## src/rtl/xcvr_pkg.sv

```systemverilog
package xcvr_pkg;
  localparam int unsigned NUM_DIRS = 2;
  localparam int unsigned DIR_AB = 0;
  localparam int unsigned DIR_BA = 1;

  // active-low control triple for one direction
  typedef struct packed {
    logic sel_n;
    logic cap_n;
    logic drv_n;
  } dir_ctl_t;

  typedef struct packed {
    logic load;
    logic drive;
  } dir_act_t;
endpackage

```

## src/rtl/xcvr_ctl_decode.sv

```systemverilog
module xcvr_ctl_decode
  import xcvr_pkg::*;
(
  input  dir_ctl_t ctl,
  output dir_act_t act
);
  always_comb begin
    act.load  = ~ctl.sel_n & ~ctl.cap_n;
    act.drive = ~ctl.sel_n & ~ctl.drv_n;
  end
endmodule

```

## src/rtl/xcvr_latch_path.sv

```systemverilog
module xcvr_latch_path
  import xcvr_pkg::*;
#(
  parameter int unsigned W = 8
) (
  input  logic         clk,
  input  logic         rst,
  input  dir_ctl_t     ctl,
  input  logic [W-1:0] src,
  output logic [W-1:0] held,
  output logic         drv
);
  dir_act_t act;

  xcvr_ctl_decode dec_i (
    .ctl (ctl),
    .act (act)
  );

  always_ff @(posedge clk) begin
    if (rst) begin
      held <= '0;
      drv  <= 1'b0;
    end else begin
      if (act.load) held <= src;
      drv <= act.drive;
    end
  end
endmodule

```

## src/rtl/bus_xcvr_latched.sv

```systemverilog
module bus_xcvr_latched
  import xcvr_pkg::*;
#(
  parameter int unsigned W = 8
) (
  input  logic         clk,
  input  logic         rst,
  input  logic [W-1:0] a_in,
  input  logic [W-1:0] b_in,
  input  logic         ab_sel_n,
  input  logic         ab_cap_n,
  input  logic         ab_drv_n,
  input  logic         ba_sel_n,
  input  logic         ba_cap_n,
  input  logic         ba_drv_n,
  output logic [W-1:0] a_out,
  output logic         a_drv,
  output logic [W-1:0] b_out,
  output logic         b_drv
);
  dir_ctl_t     ctl_arr  [NUM_DIRS];
  logic [W-1:0] src_arr  [NUM_DIRS];
  logic [W-1:0] held_arr [NUM_DIRS];
  logic         drv_arr  [NUM_DIRS];

  assign ctl_arr[DIR_AB] = '{sel_n: ab_sel_n, cap_n: ab_cap_n, drv_n: ab_drv_n};
  assign ctl_arr[DIR_BA] = '{sel_n: ba_sel_n, cap_n: ba_cap_n, drv_n: ba_drv_n};
  assign src_arr[DIR_AB] = a_in;
  assign src_arr[DIR_BA] = b_in;

  for (genvar d = 0; d < NUM_DIRS; d++) begin : g_dir
    xcvr_latch_path #(.W(W)) path_i (
      .clk  (clk),
      .rst  (rst),
      .ctl  (ctl_arr[d]),
      .src  (src_arr[d]),
      .held (held_arr[d]),
      .drv  (drv_arr[d])
    );
  end

  assign b_out = held_arr[DIR_AB];
  assign b_drv = drv_arr[DIR_AB];
  assign a_out = held_arr[DIR_BA];
  assign a_drv = drv_arr[DIR_BA];
endmodule

```

## config.mk

```make
export PLATFORM = sky130hd
export DESIGN_NAME = bus_xcvr_latched
export DESIGN_NICKNAME = d
export VERILOG_FILES = /design/src/rtl/xcvr_pkg.sv /design/src/rtl/xcvr_ctl_decode.sv /design/src/rtl/xcvr_latch_path.sv /design/src/rtl/bus_xcvr_latched.sv
export SDC_FILE = /design/constraint.sdc
export NUM_CORES = 1
export LEC_CHECK = 0
export CAP_MARGIN = 5
export CORE_MARGIN = 8
export CORE_UTILIZATION = 32
export DETAILED_ROUTE_END_ITERATION = 6
export GPL_ROUTABILITY_DRIVEN = 0
export PLACE_DENSITY = 0.77
export SLEW_MARGIN = 25
export SYNTH_ARGS = -nofsm -noshare
export SYNTH_HDL_FRONTEND = slang
export SYNTH_SLANG_ARGS = --single-unit
```

## constraint.sdc

```tcl
create_clock -name clk -period 0.8 [get_ports clk]
set_clock_uncertainty 0.05 [all_clocks]
set_input_delay 0.08 -clock clk [delete_from_list [all_inputs] [get_ports clk]]
set_output_delay 0.08 -clock clk [all_outputs]
set_load 0.1 [all_outputs]
```

# After elaboration in Yosys (flattened, before gate mapping)
# Index checks and enable logic that the tools add are counted.
dict set report totals {
  input_bits 24
  wordCells 14
  regBits 18
  output_inout_bits 18
}
dict set report classes {
  bitwise 10
}
# cell count
set op_table {}
lappend op_table {{1-bit NOT} 6}
lappend op_table {{1-bit AND} 4}

# Depth between registers and ports, before layout
# Gate-level depths: netlist of run 1.
dict set report depth {
  depth_word 2
  depth_mapped 3
  depth_no_buf 2
}

# By module
# From an unflattened synthesis of run 1, not the netlist that was laid out.
dict set report unflattened {
  hier_cells 60
  hier_area_um2 640.6
}
# mod area_per_inst_um2 seq_area_each_um2 cells_per_inst n_inst
set by_module_without_submodules {}
lappend by_module_without_submodules {xcvr_latch_path 312.8 180.2 28 2}
lappend by_module_without_submodules {xcvr_ctl_decode 7.5 0.0 2 2}

# Worst setup path after synthesis of run 1
# OpenSTA, ideal clock, no wires.
dict set report synth_timing {
  path_kind {flip-flop to flip-flop}
  startpoint {register g_dir[0].path_i.held[0] (netlist name)}
  endpoint {register g_dir[0].path_i.held[0]}
  t_arrival_ns 1.276
  setup_ns 0.071
  period_less_slack_ns 1.397
  path_slack_ns -0.597
  n_path_buf 0
  t_required_ns 0.679
  path_stages_with_launch 3
  cell_sequence {dfxtp_1 o21ai_0 a21oi_1}
}
# item line
set synth_lines {}
lappend synth_lines {{end signal: assignment} xcvr_latch_path.sv:25} ;# if (act.load) held <= src;
lappend synth_lines {{end: declaration} xcvr_latch_path.sv:10} ;# output logic [W-1:0] held,

# Final worst setup path of run 1
dict set report layout_timing {
  startpoint {register g_dir[1].path_i.held[3]}
  endpoint {output port a_out[3]}
}
# item line
set layout_lines {}
lappend layout_lines {{start: declaration} xcvr_latch_path.sv:10}
lappend layout_lines {{start signal: assignment} xcvr_latch_path.sv:25}
lappend layout_lines {{end: declaration} bus_xcvr_latched.sv:16} ;# output logic [W-1:0] a_out,
# No word-level cell between the ends.

==> results of run 1 <==
kinds of logic (layout without fill, tap and decap cells):
kind of cell / after synthesis / count (layout) / share of synthesized area, %
AO/OA/AOI/OAI: 32 / 32 / 22.5
flip-flops: 18 / 18 / 50.6
AND/OR/NAND/NOR: 18 / 18 / 21.1
buffers and inverters: 6 / 62 / 5.80
worst paths after layout:
path,from,end,slack [ps],cells past startpoint
min reg2reg,g_dir[1].path_i.held[0],g_dir[1].path_i.held[0],460,2
max reg2reg,g_dir[0].path_i.held[1],g_dir[0].path_i.held[1],30,3
max,g_dir[1].path_i.held[3],a_out[3],-160,1
min,ba_sel_n,g_dir[1].path_i.held[7],170,4
registers in the layout, indices dropped and copies added, names as in the netlist:
signal / count
g_dir.path_i.held: 16
g_dir.path_i.drv: 2
cells in the final DEF (no fill, tap or decap):
| master | synthesis | layout |
|---|---|---|
| sky130_fd_sc_hd__dfxtp_4 | 0 | 16 |
| sky130_fd_sc_hd__clkbuf_4 | 0 | 3 |
| sky130_fd_sc_hd__clkbuf_1 | 0 | 1 |
| sky130_fd_sc_hd__nor3_2 | 0 | 1 |
| sky130_fd_sc_hd__clkbuf_2 | 2 | 1 |
| sky130_fd_sc_hd__clkdlybuf4s15_1 | 0 | 1 |
| sky130_fd_sc_hd__buf_6 | 2 | 3 |
| sky130_fd_sc_hd__dlygate4sd2_1 | 0 | 16 |
| sky130_fd_sc_hd__clkdlybuf4s50_1 | 0 | 3 |
| sky130_fd_sc_hd__o21ai_0 | 16 | 1 |
| sky130_fd_sc_hd__o21ai_2 | 0 | 3 |
| sky130_fd_sc_hd__buf_12 | 0 | 18 |
| sky130_fd_sc_hd__nor3_1 | 2 | 1 |
| sky130_fd_sc_hd__clkdlybuf4s15_2 | 0 | 2 |
| sky130_fd_sc_hd__buf_4 | 0 | 13 |
| sky130_fd_sc_hd__o21ai_1 | 0 | 12 |
| sky130_fd_sc_hd__or3b_4 | 0 | 13 |
| sky130_fd_sc_hd__a21oi_1 | 16 | 3 |
| sky130_fd_sc_hd__buf_2 | 1 | 1 |
| sky130_fd_sc_hd__dfxtp_2 | 0 | 2 |
| sky130_fd_sc_hd__a21oi_2 | 0 | 13 |
| sky130_fd_sc_hd__or3b_1 | 4 | 3 |
repair_timing:
item | 4_1_cts | 5_1_grt
endpoints found under the setup margin | 35 | 22
gates cloned | 2 | 0
resized for setup | 55 | 6
setup buffers | 4 | 0
pin swaps | 16 | 2
routing by layer:
metal / GRT usage [%] / part of all wire (%) / vias up
met5: 0 / 0 / -
met4: 4.27 / 0.40 / 0
met3: 3.53 / 5.8 / 2
met2: 22.5 / 51 / 30
met1: 14.1 / 42 / 356
li1: - / - / 382
layout make-up:
class,instances,area share (%)
Timing Repair Buffer,58,44.1
Sequential cell,18,26.5
Multi-Input combinational cell,50,25.5
Tap cell,28,2.19
Clock buffer,4,1.65
per-stage QoR:
step	power [uW]	utilization [%]	TNS, ps	hold slack, ps	setup slack, ps
after global routing	2300	74.3	-3410	164	-202
after floorplan	1360	-	-900	99.4	-101
after global placement	1700	67.1	-10230	448	-651
after CTS	2210	73.8	-2860	193	-168
after detailed placement	1710	67.1	-11000	455	-697
final	2200	74.3	-2690	174	-158
power by group through the flow:
| stage | registers [uW] | clock network (uW) | logic, uW |
|---|---|---|---|
| 6_report | 952 | 459 | 793 |
| 5_1_grt | 960 | 519 | 823 |
| 4_1_cts | 953 | 471 | 785 |
| 3_5_place_dp | 974 | 0 | 740 |
| 3_3_place_gp | 970 | 0 | 729 |
| 2_1_floorplan | 1250 | 0 | 110 |
==> metrics.log, run 1 <==
INFO  metric drt_first_iter_violations = 6
INFO  metric cp-end-kind = output pin
INFO  metric netlist-cell-type-count = 10
INFO  metric cts.reportedPaths.clkPinSlew = 100 ps
INFO  metric synth.cell_area = 712 sq um
INFO  metric dominantRegCellSynth = sky130_fd_sc_hd__dfxtp_1
INFO  metric wl = 2.50 mm
INFO  metric clock_insertion_delay_worst_skew = 280 ps
INFO  metric synth.most_common_cell = sky130_fd_sc_hd__dfxtp_1
INFO  metric core-area = 2150 sq um
INFO  metric die-height = 63.2 um
INFO  metric post-route-drc-count = 0
INFO  metric static-leakage-power = 0.000611 uW
INFO  metric period_share = 120%
INFO  metric postPlaceCellArea = 1440 sq um
INFO  metric maximum_number_of_pins_on_one_net_before_global_route_repair = 14
INFO  metric floorplan.rows = 17
INFO  metric grt_pass1_vias = 824
INFO  metric yosys_warning_count = 0
INFO  metric area_used_by_multi_input_combinational_logic = 408 sq um
INFO  metric final_layout_size_suffix_gt1_share = 68.5%
INFO  metric synth_top_cells_by_area = sky130_fd_sc_hd__dfxtp_1, sky130_fd_sc_hd__or3b_2, sky130_fd_sc_hd__a21oi_1
INFO  metric power.clock.fraction = 20.8%
INFO  metric critPathArrivalTime = 830 ps
INFO  metric synth_common_cells = sky130_fd_sc_hd__dfxtp_1, sky130_fd_sc_hd__a21oi_1, sky130_fd_sc_hd__o21ai_0
INFO  metric critPathMaxFanout = 2
INFO  metric cp_data_required_time = 670 ps
INFO  metric run_status = complete, but fails checks
INFO  metric synth_cells = 74
INFO  metric cts_hold_buffers_added = 0
INFO  metric number_of_pins_exceeding_their_max_slew_limit_in_the_final_report = 0
INFO  metric net-switching-power = 754 uW
INFO  metric setup_repair_after_global_routing_missed_its_margin = yes
INFO  metric hold_viol = 0
INFO  metric power.internal = 1450 uW
INFO  metric globalRouteOverflowTotal = 0
INFO  metric synth_to_final_area_change = 124%
INFO  metric detail_placement_hpwl = 1.79 mm
INFO  metric timing.setup.critical_path_class = flip-flop to output pin
INFO  metric timing.fmax = 1040 MHz
INFO  metric critical_path.max_stage_delay = 380 ps
INFO  metric clock_path_buffers = 2
INFO  metric port_buffers = 41
INFO  metric detail_route.vias_per_cell = 4.87
INFO  metric die_width = 63.2 um
INFO  metric nets = 155
INFO  metric share_comb_of_total_power = 36.0%
INFO  metric antenna_diodes = 0
INFO  metric ioPinCount = 42
INFO  metric crit_buf_inv = 1
INFO  metric tritoncts = yes
INFO  metric cts_inserted_buffers = 3
INFO  metric final_design_area_no_fill = 1600 sq um
INFO  metric worstSetupStartpointType = flip-flop
INFO  metric syn_avg_cell_area = 9.62 sq um
INFO  metric postSynthNetCount = 98
INFO  metric h-tree-depth = 1
INFO  metric num_vias = 770
INFO  metric critical_path.top_delay_family = flip-flops
INFO  metric powerDensity = 1380 nW/um^2
INFO  metric synth_seq_cells = 18
INFO  metric p_sw_share = 34.2%
INFO  metric ir_drop = 0.00115 V
INFO  metric initial_utilization = 33.1%
INFO  metric placed_cells_incl_taps = 148
INFO  metric maxSlewHeadroom = 83.3%
INFO  metric timing.critical_path.slowest_stage_cell = sky130_fd_sc_hd__dfxtp_4
INFO  metric cts_sinks = 18
INFO  metric final.fill_count = 156
INFO  metric failed_checks = negative setup slack
INFO  metric drt-pass1-iter-count = 2
INFO  metric sequentialPowerShare = 43.2%
INFO  metric hold_path.class = input port to flip-flop
INFO  metric timing.final.ws_setup = -158 ps
INFO  metric routed_antenna_nets = 0
INFO  metric worst_slew_pin_slew = 251 ps
INFO  metric area_of_all_sequential_standard_cells = 423 sq um
INFO  metric yosysTopAreaCell = sky130_fd_sc_hd__dfxtp_1
INFO  metric setup_viol = 18
INFO  metric async_flop_share = 0%
INFO  metric clk_tree_root_cell = sky130_fd_sc_hd__clkbuf_4
INFO  metric timing.critical_path.cells = buf_12
INFO  metric seq_area_frac_synth = 50.6%
INFO  metric grt_util_all_layers = 12.7%
INFO  metric first_pass_grt_wire_length = 4.16 mm
INFO  metric post_drt_wl_per_cell = 15.8 um
INFO  metric final-instance-count-excl-fill = 158
INFO  metric floorplan.die_area = 3990 sq um
INFO  metric period_needed = 958 ps
INFO  metric drv_cap = 0
INFO  metric yosys.area.top_type_share = 50.6%
INFO  metric edff_count_synth = 0
INFO  metric grt_antenna_before_repair = 0
(Power assumes the default switching activity.)
==> inputs of run 2 (changes only) <==
Settings changed: CAP_MARGIN 5 to 15, RECOVER_POWER set to 50.
==> metrics.log, run 2 (synthesized netlist as in run 1, its figures left out) <==
INFO  metric cts_hold_buffers_added = 0 (unchanged)
INFO  metric powerDensity = 1390 nW/um^2 (was 1380 nW/um^2)
INFO  metric drt-pass1-iter-count = 3 (was 2)
INFO  metric clock_path_buffers = 2 (unchanged)
INFO  metric critPathArrivalTime = 830 ps (about the same)
INFO  metric worst_slew_pin_slew = 256 ps (was 251 ps)
INFO  metric timing.rr.start = g_dir[0].path_i.held[1] (unchanged)
INFO  metric cts_sinks = 18 (unchanged)
INFO  metric route.layer.met1.wl = 1.08 mm (was 1.06 mm)
INFO  metric die_width = 63.2 um (unchanged)
INFO  metric maxSlewHeadroom = 82.9% (was 83.3%)
INFO  metric detail_route.vias_per_cell = 4.85 (was 4.87)
INFO  metric r2r-end = g_dir[0].path_i.held[1] (unchanged)
INFO  metric clock_insertion_delay_worst_skew = 280 ps (about the same)
INFO  metric dr_wl_met2 = 1.28 mm (about the same)
INFO  metric static-leakage-power = 0.000610 uW (was 0.000611 uW)
INFO  metric met3WireLength = 142 um (was 146 um)
INFO  metric mostFrequentLayoutCell = sky130_fd_sc_hd__buf_12 (unchanged)
INFO  metric floorplan.rows = 17 (unchanged)
INFO  metric ir_drop = 0.00114 V (was 0.00115 V)
INFO  metric grt_pass1_vias = 824 (unchanged)
INFO  metric cp_data_required_time = 670 ps (about the same)
INFO  metric h-tree-depth = 1 (unchanged)
INFO  metric cts_inserted_buffers = 3 (unchanged)
INFO  metric post-route-drc-count = 0 (unchanged)
INFO  metric post_drt_wl_per_cell = 15.9 um (was 15.8 um)
INFO  metric cp-end-kind = output pin (unchanged)
INFO  metric clk_tree_root_cell = sky130_fd_sc_hd__clkbuf_4 (unchanged)
INFO  metric placement.setup.worst_slack = -697 ps (unchanged)
INFO  metric period_share = 120% (about the same)
INFO  metric ioPinCount = 42 (unchanged)
INFO  metric floorplan.die_area = 3990 sq um (unchanged)
INFO  metric setup-tns-final = -2710 ps (was -2690 ps)
INFO  metric reg_top3 = g_dir.path_i.held (16), g_dir.path_i.drv (2) (unchanged)
INFO  metric nets = 155 (unchanged)
INFO  metric mostFrequentLayoutCells = sky130_fd_sc_hd__buf_12, sky130_fd_sc_hd__dfxtp_4, sky130_fd_sc_hd__dlygate4sd2_1 (unchanged)
INFO  metric hold-worst-slack = 172 ps (was 174 ps)
INFO  metric worstSetupStartpointType = flip-flop (unchanged)
INFO  metric antenna_diodes = 0 (unchanged)
INFO  metric tritoncts = yes (unchanged)
INFO  metric setup_viol = 18 (unchanged)
INFO  metric drt_first_iter_violations = 7 (was 6)
INFO  metric routed_antenna_nets = 0 (unchanged)
INFO  metric core-area = 2150 sq um (unchanged)
INFO  metric grt_antenna_before_repair = 0 (unchanged)
INFO  metric timing.critical_path.cells = buf_12 (unchanged)
INFO  metric timing.setup.critical_path_class = flip-flop to output pin (unchanged)
INFO  metric core_occupancy_in_the_finished_layout = 73.4% (was 74.3%)
INFO  metric hold_path.startpoint = ba_sel_n (unchanged)
INFO  metric final.fill_count = 162 (was 156)
INFO  metric num_vias = 767 (was 770)
INFO  metric maximum_number_of_pins_on_one_net_before_global_route_repair = 14 (unchanged)
INFO  metric number_of_pins_exceeding_their_max_slew_limit_in_the_final_report = 0 (unchanged)
INFO  metric port_buffers = 41 (unchanged)
INFO  metric detail_placement_hpwl = 1.79 mm (unchanged)
INFO  metric timing.fmax = 1040 MHz (about the same)
INFO  metric final_layout_size_suffix_gt1_share = 63.8% (was 68.5%)
INFO  metric registers.top_by_ff_count = g_dir.path_i.held (unchanged)
INFO  metric grt_util_all_layers = 12.7% (unchanged)
INFO  metric synth_to_final_area_change = 121% (was 124%)
INFO  metric failed_checks = negative setup slack (unchanged)
INFO  metric crit_buf_inv = 1 (unchanged)
INFO  metric timing.final.ws_setup = -160 ps (was -158 ps)
INFO  metric period_needed = 960 ps (was 958 ps)
INFO  metric hold_viol = 0 (unchanged)
INFO  metric timing.hold.worst_endpoint = g_dir[1].path_i.held[7] (unchanged)
INFO  metric maxUsedRoutingLayer = met4 (unchanged)
INFO  metric wl = 2.52 mm (was 2.50 mm)
INFO  metric run_status = complete, but fails checks (unchanged)
INFO  metric drv_cap = 0 (unchanged)
INFO  metric initial_utilization = 33.1% (unchanged)
INFO  metric cts.reportedPaths.clkPinSlew = 100 ps (about the same)
INFO  metric die-height = 63.2 um (unchanged)
INFO  metric hold_path.class = input port to flip-flop (unchanged)
INFO  metric critical_path.max_stage_delay = 380 ps (about the same)
INFO  metric timing.critical_path.slowest_stage_cell = sky130_fd_sc_hd__dfxtp_4 (unchanged)
INFO  metric globalRouteOverflowTotal = 0 (unchanged)
INFO  metric first_pass_grt_wire_length = 4.16 mm (unchanged)
INFO  metric reg2regPathDepth = 3 (unchanged)
INFO  metric setup_repair_after_global_routing_missed_its_margin = yes (unchanged)
INFO  metric critPathMaxFanout = 2 (unchanged)
INFO  metric max_reg_flops = 16 (unchanged)
INFO  metric hold-path-cell-count = 4 (unchanged)
INFO  metric setup.reg_to_reg.worst_slack = 40 ps (was 30 ps)
INFO  metric critical_path.top_delay_family = flip-flops (unchanged)
[run 2: cell types whose count changed in the layout (fill, tap and decap cells not counted)]
cell,delta
sky130_fd_sc_hd__a21oi_2,-4
sky130_fd_sc_hd__a21oi_1,+4
sky130_fd_sc_hd__clkbuf_2,+1
sky130_fd_sc_hd__or3b_1,+2
sky130_fd_sc_hd__buf_2,-1
sky130_fd_sc_hd__or3b_4,-2
[run 2: report_power, final]
| group | switching (uW) | total (uW) | internal (uW) |
|---|---|---|---|
| logic | 441 | 782 | 341 |
| registers | 41.9 | 952 | 910 |
| clock network | 267 | 461 | 193 |
[run 2: stage by stage]
step           cells  total power (uW)  area, sq um
2_1_floorplan     74              1360          774
3_3_place_gp     148              1700         1440
4_1_cts          158              2210         1590
3_5_place_dp     148              1710         1440
5_1_grt          158              2290         1580
6_report         158              2200         1580
[run 2: how the worst max path moves through the flow]
stage | start | endpoint | slack, ps | cells past startpoint
finish | g_dir[1].path_i.held[3] | a_out[3] | -160 | 1
detailed placement | ab_sel_n | g_dir[0].path_i.held[4] | -700 | 3
floorplan | g_dir[0].path_i.held[0] | g_dir[0].path_i.held[0] | -100 | 2
CTS | g_dir[1].path_i.held[3] | a_out[3] | -170 | 1
global route | g_dir[1].path_i.held[3] | a_out[3] | -200 | 1
global placement | ba_cap_n | g_dir[1].path_i.held[1] | -650 | 3
[run 2: layout make-up]
type                       count  area (sq um)  area share, %
tap                           28          35.0           2.22
multi-input combinational     50           388           24.6
clock buffer                   4          26.3           1.67
timing repair buffer          58           704           44.7
sequential                    18           423           26.8
[run 2: what timing repair did]
action / CTS / global route
buffers inserted: 4 / 0
endpoints found under the setup margin: 35 / 22
resized for setup: 55 / 6
gates cloned: 2 / 0
pin swaps: 16 / 2
hold endpoints to repair: 0 / 0
[run 2: metal layers]
layer	global-route usage, %	vias to the layer above
li1	-	381
met5	0	-
met1	14.1	354
met4	4.27	0
met3	3.53	2
met2	22.5	30
